==> config.mk <==
export PLATFORM = sky130hd
export DESIGN_NAME = edp_intctl
export DESIGN_NICKNAME = d
export VERILOG_FILES = /design/src/rtl/edp_pkg.sv /design/src/rtl/edp_decode.sv /design/src/rtl/edp_inflags.sv /design/src/rtl/edp_intctl.sv
export SDC_FILE = /design/constraint.sdc
export NUM_CORES = 1
export LEC_CHECK = 0
export BUFFER_PORTS_ARGS = -buffer_cell sky130_fd_sc_hd__buf_2
export CORE_UTILIZATION = 45
export DETAILED_ROUTE_END_ITERATION = 10
export GPL_ROUTABILITY_DRIVEN = 0
export GPL_TIMING_DRIVEN = 0
export PLACE_DENSITY = 0.79
export REMOVE_ABC_BUFFERS = 1
export SLEW_MARGIN = 5
export SYNTH_ARGS = -nofsm -noshare
export SYNTH_HDL_FRONTEND = slang
export SYNTH_SLANG_ARGS = --single-unit
==> constraint.sdc <==
create_clock -name clk -period 1.05 [get_ports clk]
set_input_delay 0.0525 -clock clk [delete_from_list [all_inputs] [get_ports clk]]
set_output_delay 0.0525 -clock clk [all_outputs]
set_load 0.01 [all_outputs]
==> src/rtl/edp_pkg.sv <==
package edp_pkg;
    localparam int OPW   = 8;
    localparam int SELW  = 3;
    localparam int MODEW = 2;

    typedef enum logic [3:0] {
        ACT_NOP      = 4'd0,
        ACT_NEG      = 4'd1,
        ACT_RETN     = 4'd2,
        ACT_SETIM    = 4'd3,
        ACT_IN_REG   = 4'd4,
        ACT_OUT_REG  = 4'd5,
        ACT_IN_TEST  = 4'd6,
        ACT_OUT_ZERO = 4'd7,
        ACT_SUB16    = 4'd8,
        ACT_ADD16    = 4'd9,
        ACT_ST16     = 4'd10,
        ACT_LD16     = 4'd11,
        ACT_SPECIAL  = 4'd12
    } act_e;

    typedef struct packed {
        logic             act_valid;
        act_e             act;
        logic [SELW-1:0]  sel;
        logic [7:0]       flags;
        logic [MODEW-1:0] im;
        logic             iff1;
        logic             iff2;
        logic             vec_fixed;
        logic             vec_bus;
    } st_t;
endpackage

==> src/rtl/edp_decode.sv <==
module edp_decode
    import edp_pkg::*;
(
    input  logic [OPW-1:0]   op,
    output act_e             act,
    output logic [SELW-1:0]  sel,
    output logic             im_wr,
    output logic [MODEW-1:0] im_val
);
    logic [2:0] low3;
    logic [2:0] mid3;
    assign low3 = op[2:0];
    assign mid3 = op[5:3];

    always_comb begin
        act    = ACT_NOP;
        sel    = '0;
        im_wr  = 1'b0;
        im_val = '0;
        if (op[7:6] == 2'b01) begin
            unique case (low3)
                3'd0: begin
                    act = (mid3 == 3'd6) ? ACT_IN_TEST : ACT_IN_REG;
                    sel = mid3;
                end
                3'd1: begin
                    act = (mid3 == 3'd6) ? ACT_OUT_ZERO : ACT_OUT_REG;
                    sel = mid3;
                end
                3'd2: begin
                    act = op[3] ? ACT_ADD16 : ACT_SUB16;
                    sel = {1'b0, op[5:4]};
                end
                3'd3: begin
                    act = op[3] ? ACT_LD16 : ACT_ST16;
                    sel = {1'b0, op[5:4]};
                end
                3'd4: act = ACT_NEG;
                3'd5: act = ACT_RETN;
                3'd6: begin
                    act   = ACT_SETIM;
                    im_wr = 1'b1;
                    unique case (op[4:3])
                        2'b00, 2'b01: im_val = 2'd0;
                        2'b10:        im_val = 2'd1;
                        default:      im_val = 2'd2;
                    endcase
                    sel = {1'b0, im_val};
                end
                default: begin
                    if (op[5:4] == 2'b11) begin
                        act = ACT_NOP;
                    end else begin
                        act = ACT_SPECIAL;
                        sel = mid3;
                    end
                end
            endcase
        end
    end
endmodule

==> src/rtl/edp_inflags.sv <==
module edp_inflags
    import edp_pkg::*;
(
    input  logic [OPW-1:0] data,
    input  logic           carry,
    output logic [7:0]     flags
);
    always_comb begin
        flags    = '0;
        flags[7] = data[OPW-1];
        flags[6] = (data == '0);
        flags[5] = data[5];
        flags[4] = 1'b0;
        flags[3] = data[3];
        flags[2] = ~^data;
        flags[1] = 1'b0;
        flags[0] = carry;
    end
endmodule

==> src/rtl/edp_intctl.sv <==
module edp_intctl
    import edp_pkg::*;
#(
    parameter logic [7:0] FIXED_VECTOR = 8'h38
) (
    input  logic             clk,
    input  logic             rst_n,
    input  logic             op_valid,
    input  logic [7:0]       op_byte,
    input  logic [7:0]       port_data,
    input  logic             carry_in,
    input  logic             ei_req,
    input  logic             di_req,
    input  logic             nmi_ack,
    input  logic             irq_ack,
    output logic             act_valid,
    output logic [3:0]       act_code,
    output logic [2:0]       reg_sel,
    output logic [7:0]       flags_out,
    output logic [1:0]       int_mode,
    output logic             iff1,
    output logic             iff2,
    output logic             vec_fixed,
    output logic [7:0]       vec_addr,
    output logic             vec_from_bus
);
    localparam logic [MODEW-1:0] MODE_FIXED = 2'd1;

    st_t              st_d, st_q;
    act_e             dec_act;
    logic [SELW-1:0]  dec_sel;
    logic             dec_im_wr;
    logic [MODEW-1:0] dec_im_val;
    logic [7:0]       in_flags;

    edp_decode u_dec (
        .op     (op_byte),
        .act    (dec_act),
        .sel    (dec_sel),
        .im_wr  (dec_im_wr),
        .im_val (dec_im_val)
    );

    edp_inflags u_flg (
        .data  (port_data),
        .carry (carry_in),
        .flags (in_flags)
    );

    always_comb begin
        st_d           = st_q;
        st_d.act_valid = op_valid;
        st_d.act       = op_valid ? dec_act : ACT_NOP;
        st_d.sel       = op_valid ? dec_sel : '0;
        st_d.flags     = (op_valid && (dec_act == ACT_IN_REG || dec_act == ACT_IN_TEST))
                         ? in_flags : '0;
        st_d.vec_fixed = 1'b0;
        st_d.vec_bus   = 1'b0;

        if (op_valid && dec_act == ACT_RETN) st_d.iff1 = st_q.iff2;
        if (op_valid && dec_im_wr)           st_d.im   = dec_im_val;
        if (ei_req) begin
            st_d.iff1 = 1'b1;
            st_d.iff2 = 1'b1;
        end
        if (di_req) begin
            st_d.iff1 = 1'b0;
            st_d.iff2 = 1'b0;
        end
        if (nmi_ack) begin
            st_d.iff2 = st_q.iff1;
            st_d.iff1 = 1'b0;
        end
        if (irq_ack && st_q.iff1) begin
            st_d.iff1 = 1'b0;
            st_d.iff2 = 1'b0;
            if (st_q.im == MODE_FIXED) st_d.vec_fixed = 1'b1;
            else                       st_d.vec_bus   = 1'b1;
        end
    end

    always_ff @(posedge clk or negedge rst_n) begin
        if (!rst_n) begin
            st_q     <= '0;
            st_q.act <= ACT_NOP;
        end else begin
            st_q <= st_d;
        end
    end

    assign act_valid    = st_q.act_valid;
    assign act_code     = st_q.act;
    assign reg_sel      = st_q.sel;
    assign flags_out    = st_q.flags;
    assign int_mode     = st_q.im;
    assign iff1         = st_q.iff1;
    assign iff2         = st_q.iff2;
    assign vec_fixed    = st_q.vec_fixed;
    assign vec_addr     = st_q.vec_fixed ? FIXED_VECTOR : 8'h00;
    assign vec_from_bus = st_q.vec_bus;
endmodule

### Word-level counts from Yosys, hierarchy flattened

Cells that the tools add are included.

| operators by class | value |
|---|---|
| equal/unequal tests | 15 |
| mux-type cells | 26 |
| reductions and logical operators | 15 |

Operators by type and width:

| cell | number |
|---|---|
| one-hot mux 4 bit (7 select lines) | 1 |
| 2-to-1 mux 4 bit | 4 |
| 2-to-1 mux 2 bit | 7 |
| == test 3 bit (second input constant) | 4 |
| one-hot mux 3 bit (4 select lines) | 1 |
| 2-to-1 mux 3 bit | 3 |
| == test 4 x 3 -> 1 bit (second input constant) | 2 |
| logical NOT 8 bit | 1 |
| 2-to-1 mux 8 bit | 1 |
| OR reduction 2 bit | 4 |
| XNOR reduction 8 bit | 1 |
| 2-to-1 mux 1 bit | 7 |
| == test 2 x 1 -> 1 bit (second input constant) | 3 |
| == test 3 x 2 -> 1 bit (second input constant) | 2 |
| 2-to-1 mux 6 bit | 1 |
| nonzero test 5 bit | 1 |
| == test 2 bit (second input constant) | 2 |
| == test 4 x 2 -> 1 bit (second input constant) | 1 |
| logical AND 1 bit | 4 |
| one-hot mux 2 bit (2 select lines) | 1 |
| nonzero test 4 bit | 1 |
| == test 3 x 1 -> 1 bit (second input constant) | 1 |
| logical NOT 3 bit | 1 |
| logical NOT 2 bit | 1 |
| logical OR 1 bit | 1 |

| word-level totals | value |
|---|---|
| register bits after elaboration | 22 |
| bits of input ports | 24 |
| word-level logic and storage cells | 65 |

### Logic depth before layout (Yosys ltp)

| logic depth | value |
|---|---|
| depth after elaboration | 11 |
| gate-level depth with buffers | 5 |
| gate-level depth less buffers | 5 |

### By module

A second synthesis with hierarchy kept.

| second synthesis, totals | value |
|---|---|
| cell total of the unflattened synthesis | 126 |
| area total of the unflattened synthesis | 1,265.0 um^2 |

By module, submodules not included:

| module | instances | cells an instance | area an instance (um^2) | seq. area each (um^2) |
|---|---|---|---|---|
| edp_intctl | 1 | 64 | 838.3 | 550.5 |
| edp_decode | 1 | 39 | 262.8 | 0.0 |
| edp_inflags | 1 | 23 | 163.9 | 0.0 |

### Worst setup path after synthesis

Ideal clock, no wire load.

| timing path | value |
|---|---|
| path type | register to register |
| start point | register st_q, in the netlist iff1 |
| end point | register st_q, in the netlist iff1 |
| data arrival time | 832 ps |
| setup slack | 92 ps |
| cell stages (with the launch flop) | 3 |
| period minus slack after synthesis | 958 ps |
| path through | dfrtp_1 -> o31a_1 -> o311a_1 |

| between the ends | value |
|---|---|
| word-level cells in the longest chain between the ends | 2 |
| elaborated cells between the ends (all ways) | 3 |
| those cells by class | mux: 1; reduce/logical: 2 |

RTL lines:

| item | RTL line | source |
|---|---|---|
| start, declared | edp_intctl.sv:29 | `st_t st_d, st_q;` |
| start signal, assigned | edp_intctl.sv:87 | `st_q <= st_d;` |
| logical AND 1 bit (*) | edp_intctl.sv:74 | `if (irq_ack && st_q.iff1) begin` |
| nonzero test 5 bit (no source line) / 2-to-1 mux 4 bit (equally long branches) | n/a |  |

Every way passes the cells marked *; elsewhere a longest branch is shown, timed or not.
A chain may end at the register's enable or synchronous reset.

==> metrics.txt <==
post-DP HPWL 1680 um; largest net degree at the start of global routing 21; Req. time, crit path 1270 ps; final critical-path required period 973 ps; die area 2640 um2; Mapped Area 1100 um2; clock slew at the register clock pins of the worst setup and hold paths 110 ps; DR iter-0 viols 18; Register Area 500 um2; initial antenna violation count 0; Max FO, Critical Path 14; Antenna Cells 0; H-tree depth 1; CTS tree built; CP max stage cell or4_1; Place WS -229 ps; Setup-failing EPs final 0; Synth Warn # 0; Post-CTS Hold Buffers 3; port bufs 46; dpl cell area 1280 um2; Post-synth top flop dfrtp_1; total global routing overflow 0; compound-cell area share of the yosys netlist 13.8%; area of the multi-input gates 460 um2; Fin Setup TNS 0 ps; Largest stage delay, worst path 620 ps; Post-Syn Instances 113; via count 918; Row Count 17; worst-skew pair later-pin latency 280 ps; first-pass GRT wire length 3520 um; max-cap violation count 0; Cell Chain, Critical Path buf_2 -> nand3b_4 -> or4_1 -> nor2_2; vias per inst 4.96; CP startpoint kind primary input; EDFF count, synth 0; Die Wd 51.4 um; vias in the first global route 820; final worst path period share 92.6%; Chip Height 51.4 um; Synth Area per Inst 9.72 um2; critical path endpoint category flop; Cell variety after synth 37; RSZ-0062 raised after global routing no; mean routed wirelength per cell 11.9 um; xor-xnor portion of the synthesized cell area 3.19%; Root Driver clkbuf_4; Pre-antenna DRT Iters 4; status completed; post-CTS setup buffer count 0; CP Class in2reg; FFs w/ async S/R, synth 100%; Worst Hold Class in2reg; number of clock sinks 20; Initial Util 48.7%; Yosys reg bits 20; Worst Path Arrival 1190 ps; final worst slack 77.4 ps; post-synthesis simple-gate area fraction 17.1%; Layout Skew 1.69 ps; Nets 186; PD cells 1130 nW/um2; antenna-violating nets left 0; Hold Vio Cnt, Final 0; DRT Wirelength 2200 um; Leak Pwr 0.786 nW; maximum clock rate 1030 MHz; Layout area overhead 23.7%; Peak VDD IR 0.591 mV; CTS buffer count 3; drt drc 0; post-synthesis mux area share 0.911%; core area 2250 um2; Max Buffers Root-to-Sink 2; share of layout cells above drive strength 1 37.6%; largest family of logic cells by synthesized area simple AND/OR/NAND/NOR gates; total global-route track usage 17.9%; Final Max Tran Viols 0; Synth Area in Adders 4.56%; CTS resizes 0; sequential cell area fraction in the yosys report 45.6%; Design Area, Final 1360 um2; # IOs 54; # fillers 192
[cell usage after synthesis (2+ instances only)]
cell type	count	area (um2)
ha_1	4	50.1
buf_2	5	25.0
o21ai_1	4	20.0
dfrtp_1	20	500
a21oi_1	4	20.0
o21bai_1	2	15.0
or4_1	2	15.0
a221oi_1	2	17.5
nor2_1	3	11.3
xnor2_1	2	17.5
xor2_1	2	17.5
nor2_2	6	37.5
nor3b_1	3	22.5
a211oi_1	3	22.5
buf_4	10	75.1
nand2_1	6	22.5
inv_1	14	52.6
and3_1	2	12.5
[layout by cell type (no fill, tap or decap), types with 3 or more instances in the layout]
master / count
conb_1: 7
nor2_1: 3
dlygate4sd3_1: 4
buf_2: 46
o21ai_1: 4
nand2_1: 6
a21oi_1: 4
nor2_2: 6
nor3b_1: 3
clkbuf_4: 3
ha_1: 4
a211oi_1: 3
dfrtp_1: 20
inv_1: 14
[sequential cells by signal, indices dropped and copies added (netlist names)]
name          cells
act_code          4
vec_from_bus      1
flags_out         6
reg_sel           3
int_mode          2
iff1              1
vec_fixed         1
act_valid         1
iff2              1
[cell families after synthesis]
| family | Yosys count |
|---|---|
| AO/OA/AOI/OAI | 22 |
| adder cells (fa/ha/maj) | 4 |
| multiplexers | 1 |
| AND/OR/NAND/NOR | 30 |
| XOR/XNOR | 4 |
| other | 1 |
| flip-flops | 20 |
| buffers and inverters | 31 |
[final timing paths]
path	startpoint	end	slack, ps	cells past startpoint
max in group asynchronous	rst_n	vec_fixed	520	2
hold reg to reg	int_mode[1]	vec_fixed	500	1
min in group asynchronous	rst_n	act_code[0]	230	2
hold / removal	port_data[3]	flags_out[3]	9	3
setup reg to reg	iff1	iff1	80	2
setup / recovery	op_byte[7]	flags_out[2]	80	4
[final cells by class]
class / count / area share [%]
clock buffers: 4 / 2.67
well taps: 28 / 2.58
multi-input cells: 68 / 33.9
flip-flops and latches: 20 / 36.8
repair buffers: 50 / 19.9
inverters: 15 / 4.14
[layer usage]
metal / vias up / track usage (%) / wire length, um
met2: 38 / 33.1 / 1150
met1: 431 / 21.1 / 900
met4: 0 / 6.76 / 21
met3: 2 / 1.79 / 127
met5: - / 0 / 0
li1: 447 / - / -
[critical path, delay by kind of cell]
| kind | cells | cell delay [ps] |
|---|---|---|
| buf+inv | 1 | 100 |
| simple gates | 3 | 1030 |
[power breakdown]
group,leakage (nW),total [mW],internal [mW],switching (mW)
clock,0.0210,0.426,0.211,0.215
combinational,0.493,0.298,0.130,0.168
sequential,0.272,0.811,0.795,0.0158
total,0.786,1.53,1.14,0.399
[metrics by stage]
step | std cells | util (%) | hold slack (ps) | power (mW)
after CTS | 184 | 59.8 | 0.415 | 1.54
final | 185 | 60.3 | 8.98 | 1.53
after global placement | 177 | 56.9 | 9.76 | 1.10
after global routing | 185 | 60.3 | 6.29 | 1.62
after floorplan | 103 | - | -243 | 0.979
after detailed placement | 177 | 56.9 | 18.4 | 1.11
No activity file was read; power rests on OpenSTA's default activity.
